[src/rtl/xlate_fault_regs.sv]
module xlate_fault_regs #(
  parameter int          VA_BITS  = 51,
  parameter int          KEY_BITS = 18,
  parameter logic [63:0] PS_MASK  = 64'h0000_0000_1555_5000
) (
  input  logic        clk,
  input  logic        rst_n,
  input  logic        sw_wr_en,
  input  logic        sw_wr_sel,
  input  logic [63:0] sw_wr_data,
  input  logic        sw_rd_sel,
  output logic [63:0] sw_rd_data,
  input  logic        flt_valid,
  input  logic [63:0] flt_vaddr,
  input  logic [5:0]  flt_ps,
  input  logic [23:0] flt_rid,
  output logic        wr_fault,
  output logic [1:0]  wr_fault_cause,
  output logic [5:0]  ins_ps,
  output logic [23:0] ins_key
);
  localparam int          SH       = VA_BITS - 1;
  localparam logic [23:0] KEY_MASK = {24{1'b1}} >> (24 - KEY_BITS);

  logic [63:0] fa_q;
  logic [5:0]  ps_q;
  logic [23:0] key_q;

  logic        res_bad, ps_bad, key_bad, va_bad;
  logic        bad;
  logic [1:0]  cause;
  logic [63:0] va_hi;

  assign va_hi   = 64'($signed(sw_wr_data) >>> SH);
  assign va_bad  = (va_hi != '0) && (va_hi != '1);
  assign res_bad = (sw_wr_data[63:32] != '0) || (sw_wr_data[1:0] != '0);
  assign ps_bad  = !PS_MASK[sw_wr_data[7:2]];
  assign key_bad = (sw_wr_data[31:8] & ~KEY_MASK) != '0;

  always_comb begin
    if (!sw_wr_sel) begin
      bad   = va_bad;
      cause = 2'd3;
    end else begin
      bad   = res_bad || ps_bad || key_bad;
      cause = res_bad ? 2'd0 : ps_bad ? 2'd1 : 2'd2;
    end
  end

  always_ff @(posedge clk) begin
    if (!rst_n) begin
      fa_q           <= '0;
      ps_q           <= '0;
      key_q          <= '0;
      wr_fault       <= 1'b0;
      wr_fault_cause <= 2'd0;
    end else begin
      wr_fault <= 1'b0;
      if (flt_valid) begin
        fa_q  <= flt_vaddr;
        ps_q  <= flt_ps;
        key_q <= flt_rid;
      end else if (sw_wr_en) begin
        if (bad) begin
          wr_fault       <= 1'b1;
          wr_fault_cause <= cause;
        end else if (!sw_wr_sel) begin
          fa_q <= sw_wr_data;
        end else begin
          ps_q  <= sw_wr_data[7:2];
          key_q <= sw_wr_data[31:8];
        end
      end
    end
  end

  assign sw_rd_data = sw_rd_sel ? {32'b0, key_q, ps_q, 2'b00} : fa_q;
  assign ins_ps     = ps_q;
  assign ins_key    = key_q;
endmodule


[config.mk]
export PLATFORM = sky130hd
export DESIGN_NAME = xlate_fault_regs
export DESIGN_NICKNAME = d
export VERILOG_FILES = /design/src/rtl/xlate_fault_regs.sv
export SDC_FILE = /design/constraint.sdc
export NUM_CORES = 1
export LEC_CHECK = 0
export BUFFER_PORTS_ARGS = -buffer_cell sky130_fd_sc_hd__clkbuf_2
export CAP_MARGIN = 5
export CORE_ASPECT_RATIO = 1.75
export CORE_MARGIN = 5
export CORE_UTILIZATION = 39
export CTS_BUF_LIST = sky130_fd_sc_hd__clkbuf_16
export DETAILED_ROUTE_END_ITERATION = 10
export GPL_ROUTABILITY_DRIVEN = 1
export PLACE_DENSITY = 0.8
export SLEW_MARGIN = 20
export SYNTH_ARGS = -nofsm -noshare
export SYNTH_HDL_FRONTEND = slang
export SYNTH_SLANG_ARGS = --single-unit
[constraint.sdc]
create_clock -name clk -period 1.6 [get_ports clk]
set_input_delay 0 -clock clk [delete_from_list [all_inputs] [get_ports clk]]
set_output_delay 0 -clock clk [all_outputs]
set_load 0.03 [all_outputs]
# Yosys cells after proc, flatten, opt, wreduce, memory -nomap -nowiden
# Memories as Yosys holds them, arrays and structs flattened.
# Index checks and enable logic that the tools add are counted.
[totals] reg_bits=97 rom_bits=64 memories=1
[memory_table] memory="(name not given)" words=64 width=1 rd=1 rd_clocked_by_memory_dff=0 wr=0 line_no="37" text="assign ps_bad = !PS_MASK[sw_wr_data[7:2]];"
[op_classes] order_cmp=1 n_eq_ne=3 mux=19 n_bitwise=3 n_reduce_logical=15
[op_table] cell="$mux 64" count=5
[op_table] cell="$mux 24" count=4
[op_table] cell="$ne 64x64->1 const B" count=1
[op_table] cell="$reduce_bool 64->1" count=1
[op_table] cell="$reduce_bool 32->1" count=1
[op_table] cell="$mux 6" count=4
[op_table] cell="$reduce_bool 24->1" count=1
[op_table] cell="$reduce_and 3->1" count=3
[op_table] cell="$lt 6x7->1 const B" count=1
[op_table] cell="$mux 2" count=3
[op_table] cell="$reduce_bool 2->1" count=3
[op_table] cell="$logic_or 1x1->1" count=3
[op_table] cell="$mux 1" count=3
[op_table] cell="$not 1->1" count=3
[op_table] cell="$reduce_or 3->1" count=1
[op_table] cell="$ne 2x1->1 const B" count=1
[op_table] cell="$ne 2x2->1 const B" count=1
[op_table] cell="$logic_and 1x1->1" count=1
[op_table] cell="$logic_not 1->1" count=1

# Longest topological paths before layout
[depth] word_depth=9 ltp_mapped=7 ltp_nobuf=5

# Least setup slack after synthesis
# OpenSTA, ideal clock, no wires.
[synth_timing] kind="input to register" from="input sw_wr_data[58]" to="register key_q[23], in the netlist ins_key[23]" setup_ns=0.117 t_arrival_ns=1.372 t_required_ns=1.483 setup_slack_ns=0.110 path_stages=6 n_path_buf=1 path_cell_list="nor4_2 > nand4_2 > nor4b_4 > a31oi_1 > buf_2 > a32o_1"
[synth_between] elab_chain_len=7 elab_cells_between_ends=10 classes_between="2 x eq/ne; 1 x mux; 7 x reduce/logical"
[synth_lines] item="start, declared" line_no="10" text="input logic [63:0] sw_wr_data,"
[synth_lines] item="$reduce_bool 32->1" line_no="36" text="assign res_bad = (sw_wr_data[63:32] != '0) || (sw_wr_data[1:0] != '0);"
[synth_lines] item="$logic_or 1x1->1" line_no="36"
[synth_lines] item="$logic_or 1x1->1 (2 in a row)" line_no="45" text="bad = res_bad || ps_bad || key_bad;"
[synth_lines] item="$mux 1 *" line_no="41" text="if (!sw_wr_sel) begin"
[synth_lines] item="$ne 2x2->1 (no source line) *"
[synth_lines] item="$reduce_and 3->1 (no source line) *"
[synth_lines] item="end signal, assigned" line_no="62" text="key_q <= flt_rid;"
[synth_lines] item="end signal, assigned" line_no="71" text="key_q <= sw_wr_data[31:8];"
[synth_lines] item="end, declared" line_no="27" text="logic [23:0] key_q;"
# Every way passes the cells marked *; elsewhere a longest branch is shown, timed or not.
# A chain may end at the register's enable or synchronous reset.

# Worst setup path after layout
[layout_timing] from="input sw_wr_data[32]" to="register ps_q[5], in the netlist ins_ps[5]"
[layout_between] elab_chain_len=7
[layout_lines] item="$reduce_bool 32->1" line_no="36"
[layout_lines] item="$logic_or 1x1->1" line_no="36"
[layout_lines] item="$logic_or 1x1->1 (2 in a row)" line_no="45"
[layout_lines] item="$mux 1" line_no="41"
[layout_lines] item="$ne 2x2->1 (no source line)"
[layout_lines] item="$reduce_and 3->1 (no source line)"
[layout_lines] item="end signal, assigned" line_no="61" text="ps_q <= flt_ps;"
[layout_lines] item="end signal, assigned" line_no="70" text="ps_q <= sw_wr_data[7:2];"
[layout_lines] item="end, declared" line_no="26" text="logic [5:0] ps_q;"
# Every way passes these cells.

==> results.py <==
metrics = {
    "place": {
        "hpwlAfterDp_mm": 12.7,
        "place.gp.congestion": 0.802,
        "dp_cells": 973,
        "pre_cts_slack_ps": -414,
        "buffer_ports.inserted": 260,
    },
    "sta": {
        "report.final.slew_viol_count": 0,
        "layout_setup_ws_ps": 84.3,
        "final.min_clock_period_ps": 1520,
        "setup_viol": 0,
        "slew_headroom_pct": 57.1,
        "timing.final.hold_violations": 0,
        "tightestPinTransition_ps": 644,
        "max_frequency_ghz": 0.660,
        "final.period_utilization_pct": 94.7,
        "final.setup_skew_ps": 0,
        "rsz0062_at_grt": "false",
    },
    "final_layout": {
        "post_layout_instance_count_excluding_filler_cells": 995,
        "final_layout_size_suffix_gt1_share_pct": 46.9,
        "final-seq-area_um2": 1940,
        "multi_input_area_um2": 3220,
        "n_antenna_cell": 0,
        "nets": 977,
        "flow.area_growth_from_synthesis_pct": 38.4,
        "n_fill_cell": 1279,
    },
    "critical_path": {
        "end_kind": "flop",
        "cp_startpoint_kind": "primary input",
        "worstPathMaxFanout": 14,
        "crit_chain": "clkbuf_2 -> nor4_1 -> buf_4 -> nand2_1 -> nor4b_4 -> a31oi_4 -> buf_12 -> a32o_1",
        "worst_r2r_endpoint": "ins_ps[5]",
        "setup.reg_to_reg.worst_slack_ps": 930,
        "worst-endpoint-required_ps": 1830,
        "crit_path_max_incr_delay_ps": 440,
        "r2r-start": "ins_ps[5]",
        "worst-r2r-cell-count": 1,
        "arrival_ps": 1740,
        "setup.worst_path.class": "in2reg",
        "critPathSlowestCell": "nor4_1",
    },
    "global_routing": {
        "grt.overflow.total": 0,
        "grt_first_pass_wirelength_mm": 25.8,
        "groute.usage.overall_pct": 19.2,
        "grt_start_max_net_pins": 60,
        "antenna_violations_before_repair": 0,
        "first_global_vias": 5404,
    },
    "cts": {
        "post_cts_buffers": 0,
        "tritoncts": "done",
        "clock_tree.htree_level_count": 3,
        "ctsLongestPathBuffers": 2,
        "cts.reportedPaths.clkPinSlew_ps": 70,
        "cts_buffers": 9,
        "clock_insertion_delay_worst_skew_ps": 320,
        "tritoncts_num_sinks": 97,
        "cts_root_buf": "clkbuf_16",
    },
    "die": {
        "die_footprint_um2": 16500,
        "start_util_pct": 39.4,
        "std_cell_rows": 57,
        "die-width_um": 99.1,
        "boundaryPins": 261,
        "die_height_um": 166,
        "core-area_um2": 13800,
    },
    "power": {
        "intPower_mw": 4.51,
        "power.static_leakage_nw": 4.15,
        "powerDensity_nw_per_um2": 854,
        "ir_drop_mv": 0.533,
        "p_sw_share_pct": 29.7,
        "total_power_mw": 6.41,
        "portion_of_total_power_attributed_to_the_clock_network_pct": 33.3,
        "combinational_fraction_of_design_power_pct": 24.7,
        "switching_power_mw": 1.90,
        "p_seq_share_pct": 41.9,
    },
    "synthesis": {
        "synth-main-ff-cell": "dfxtp_1",
        "post_synth_mux_area_share_pct": 26.9,
        "cell_types_occupying_the_most_area_after_synthesis": "dfxtp_1 36%, mux2i_1 16%, o211a_1 12%",
        "synth_top_area_share_pct": 35.8,
        "synth.net_count": 715,
        "synth-simple-area-share_pct": 11.8,
        "synth_xor_xnor_area_share_pct": 0,
        "yosysWarnings": 0,
        "postSynthCellCount": 551,
        "avgSynthCellArea_um2": 9.84,
        "synth-seq-cells": 97,
        "synth.most_common_cell": "dfxtp_1",
        "post_synth_most_frequent_cells": "97 x dfxtp_1, 87 x mux2i_1, 65 x o21ai_0, 64 x o211a_1, 52 x mux2_2",
        "synth-compound-area-share_pct": 20.1,
        "synth_top_area_cell": "dfxtp_1",
        "synth.cell_area_um2": 5420,
        "combinational_family_with_the_most_area_after_synthesis": "multiplexers",
        "yosysSeqAreaShare_pct": 35.8,
        "synthAdderAreaFrac_pct": 0,
        "synth-edff-count": 0,
        "ys_async_sr_fraction_pct": 0,
        "synth.distinct_cells": 37,
    },
    "hold_path": {
        "timing.hold.worst.class": "in2reg",
        "worstHoldEndpoint": "ins_key[18]",
        "min-delay-start": "flt_rid[18]",
        "hold_path_depth": 3,
    },
    "flow_run": {
        "cap_violations": 0,
    },
    "drt": {
        "routed-via-count": 5253,
        "postRouteAntennaNets": 0,
        "routed_wirelength_mm": 16.7,
        "drt_pass1_iterations": 4,
        "drt-initial-drc-count": 225,
        "drcViolationCount": 0,
        "post_drt_via_cell_ratio": 5.28,
        "detail_routed_net_length_per_standard_cell_um": 16.8,
    },
    "status": {
        "run_status": "finished, final reports clean",
    },
}
[placed cells by master, fill, tap and decap left out, types with 2 or more instances in the layout]
cell type / instances
clkinv_4: 2
clkinv_2: 2
buf_12: 11
and3_1: 6
nand4_1: 3
inv_1: 2
buf_6: 2
nor2b_1: 35
o21ai_0: 65
nor4_2: 5
buf_4: 30
nor4_1: 5
a21oi_1: 2
mux2i_1: 87
mux2_2: 52
dfxtp_1: 97
o211a_1: 64
clkbuf_2: 258
clkbuf_16: 9
a32o_1: 2
nand2_1: 48
a31o_2: 5
dlygate4sd3_1: 6
nor2_1: 2
[layout make-up]
class / count / area share [%]
Multi-Input combinational cell: 397 / 43.0
Sequential cell: 97 / 25.9
Timing Repair Buffer: 307 / 24.2
Clock buffer: 9 / 3.00
Tap cell: 177 / 2.95
Clock inverter: 7 / 0.933
Inverter: 1 / 0.0500
[cell families after synthesis]
group	after synthesis
AO/OA/AOI/OAI	144
AND/OR/NAND/NOR	114
multiplexers	139
buffers and inverters	57
flip-flops	97
[critical path, delay by kind of cell]
kind                   cells  cell delay, ps
AOI/OAI and AO/OA          2             410
buffers and inverters      3             450
and+or+nand+nor            3             870
[power groups by stage]
stage	combinational [mW]	sequential (mW)	clock, mW
final	1.59	2.69	2.14
after global routing	1.70	2.71	2.29
after CTS	1.60	2.69	2.22
after detailed placement	1.58	2.74	0
after global placement	1.56	2.73	0
after floorplan	0.881	2.83	0
[layer usage]
layer | vias up | routed length (µm) | global-route usage (%)
met4 | 0 | 608 | 8.86
met3 | 36 | 980 | 3.83
met2 | 192 | 9000 | 36.3
met5 | - | 0 | 0
li1 | 2564 | - | -
met1 | 2461 | 6090 | 19.7
[flip-flops by register name, summed over array words and instances, names as in the netlist]
name            count
fa_q               64
ins_key            24
wr_fault_cause      2
ins_ps              6
wr_fault            1
[what timing repair did]
| action | CTS | global route |
|---|---|---|
| gates resized for setup | 1 | 2 |
| setup endpoints to repair | 23 | 21 |
| hold endpoints to repair | 6 | 0 |
| hold buffers | 6 | 0 |
[worst max path at each step]
stage                   start          end  slack, ps  cells past startpoint
5_1_grt         sw_wr_data[4]    ins_ps[5]          4                      8
4_1_cts        sw_wr_data[36]    ins_ps[5]         40                      7
3_3_place_gp   sw_wr_data[29]    ins_ps[5]       -360                      7
2_1_floorplan  sw_wr_data[58]  ins_key[23]        110                      6
6_report       sw_wr_data[32]    ins_ps[5]         80                      8
3_5_place_dp   sw_wr_data[29]    ins_ps[5]       -410                      7
[per-stage QoR]
stage	utilization (%)	setup TNS, ps	hold slack [ps]	area (µm²)
after floorplan	-	0	126	5420
after global placement	51.8	-20880	217	7130
after detailed placement	51.8	-23730	226	7130
after CTS	54.5	0	3.94	7500
after global routing	54.5	0	13.1	7510
final	54.5	0	5.44	7510
(Power assumes the default switching activity.)
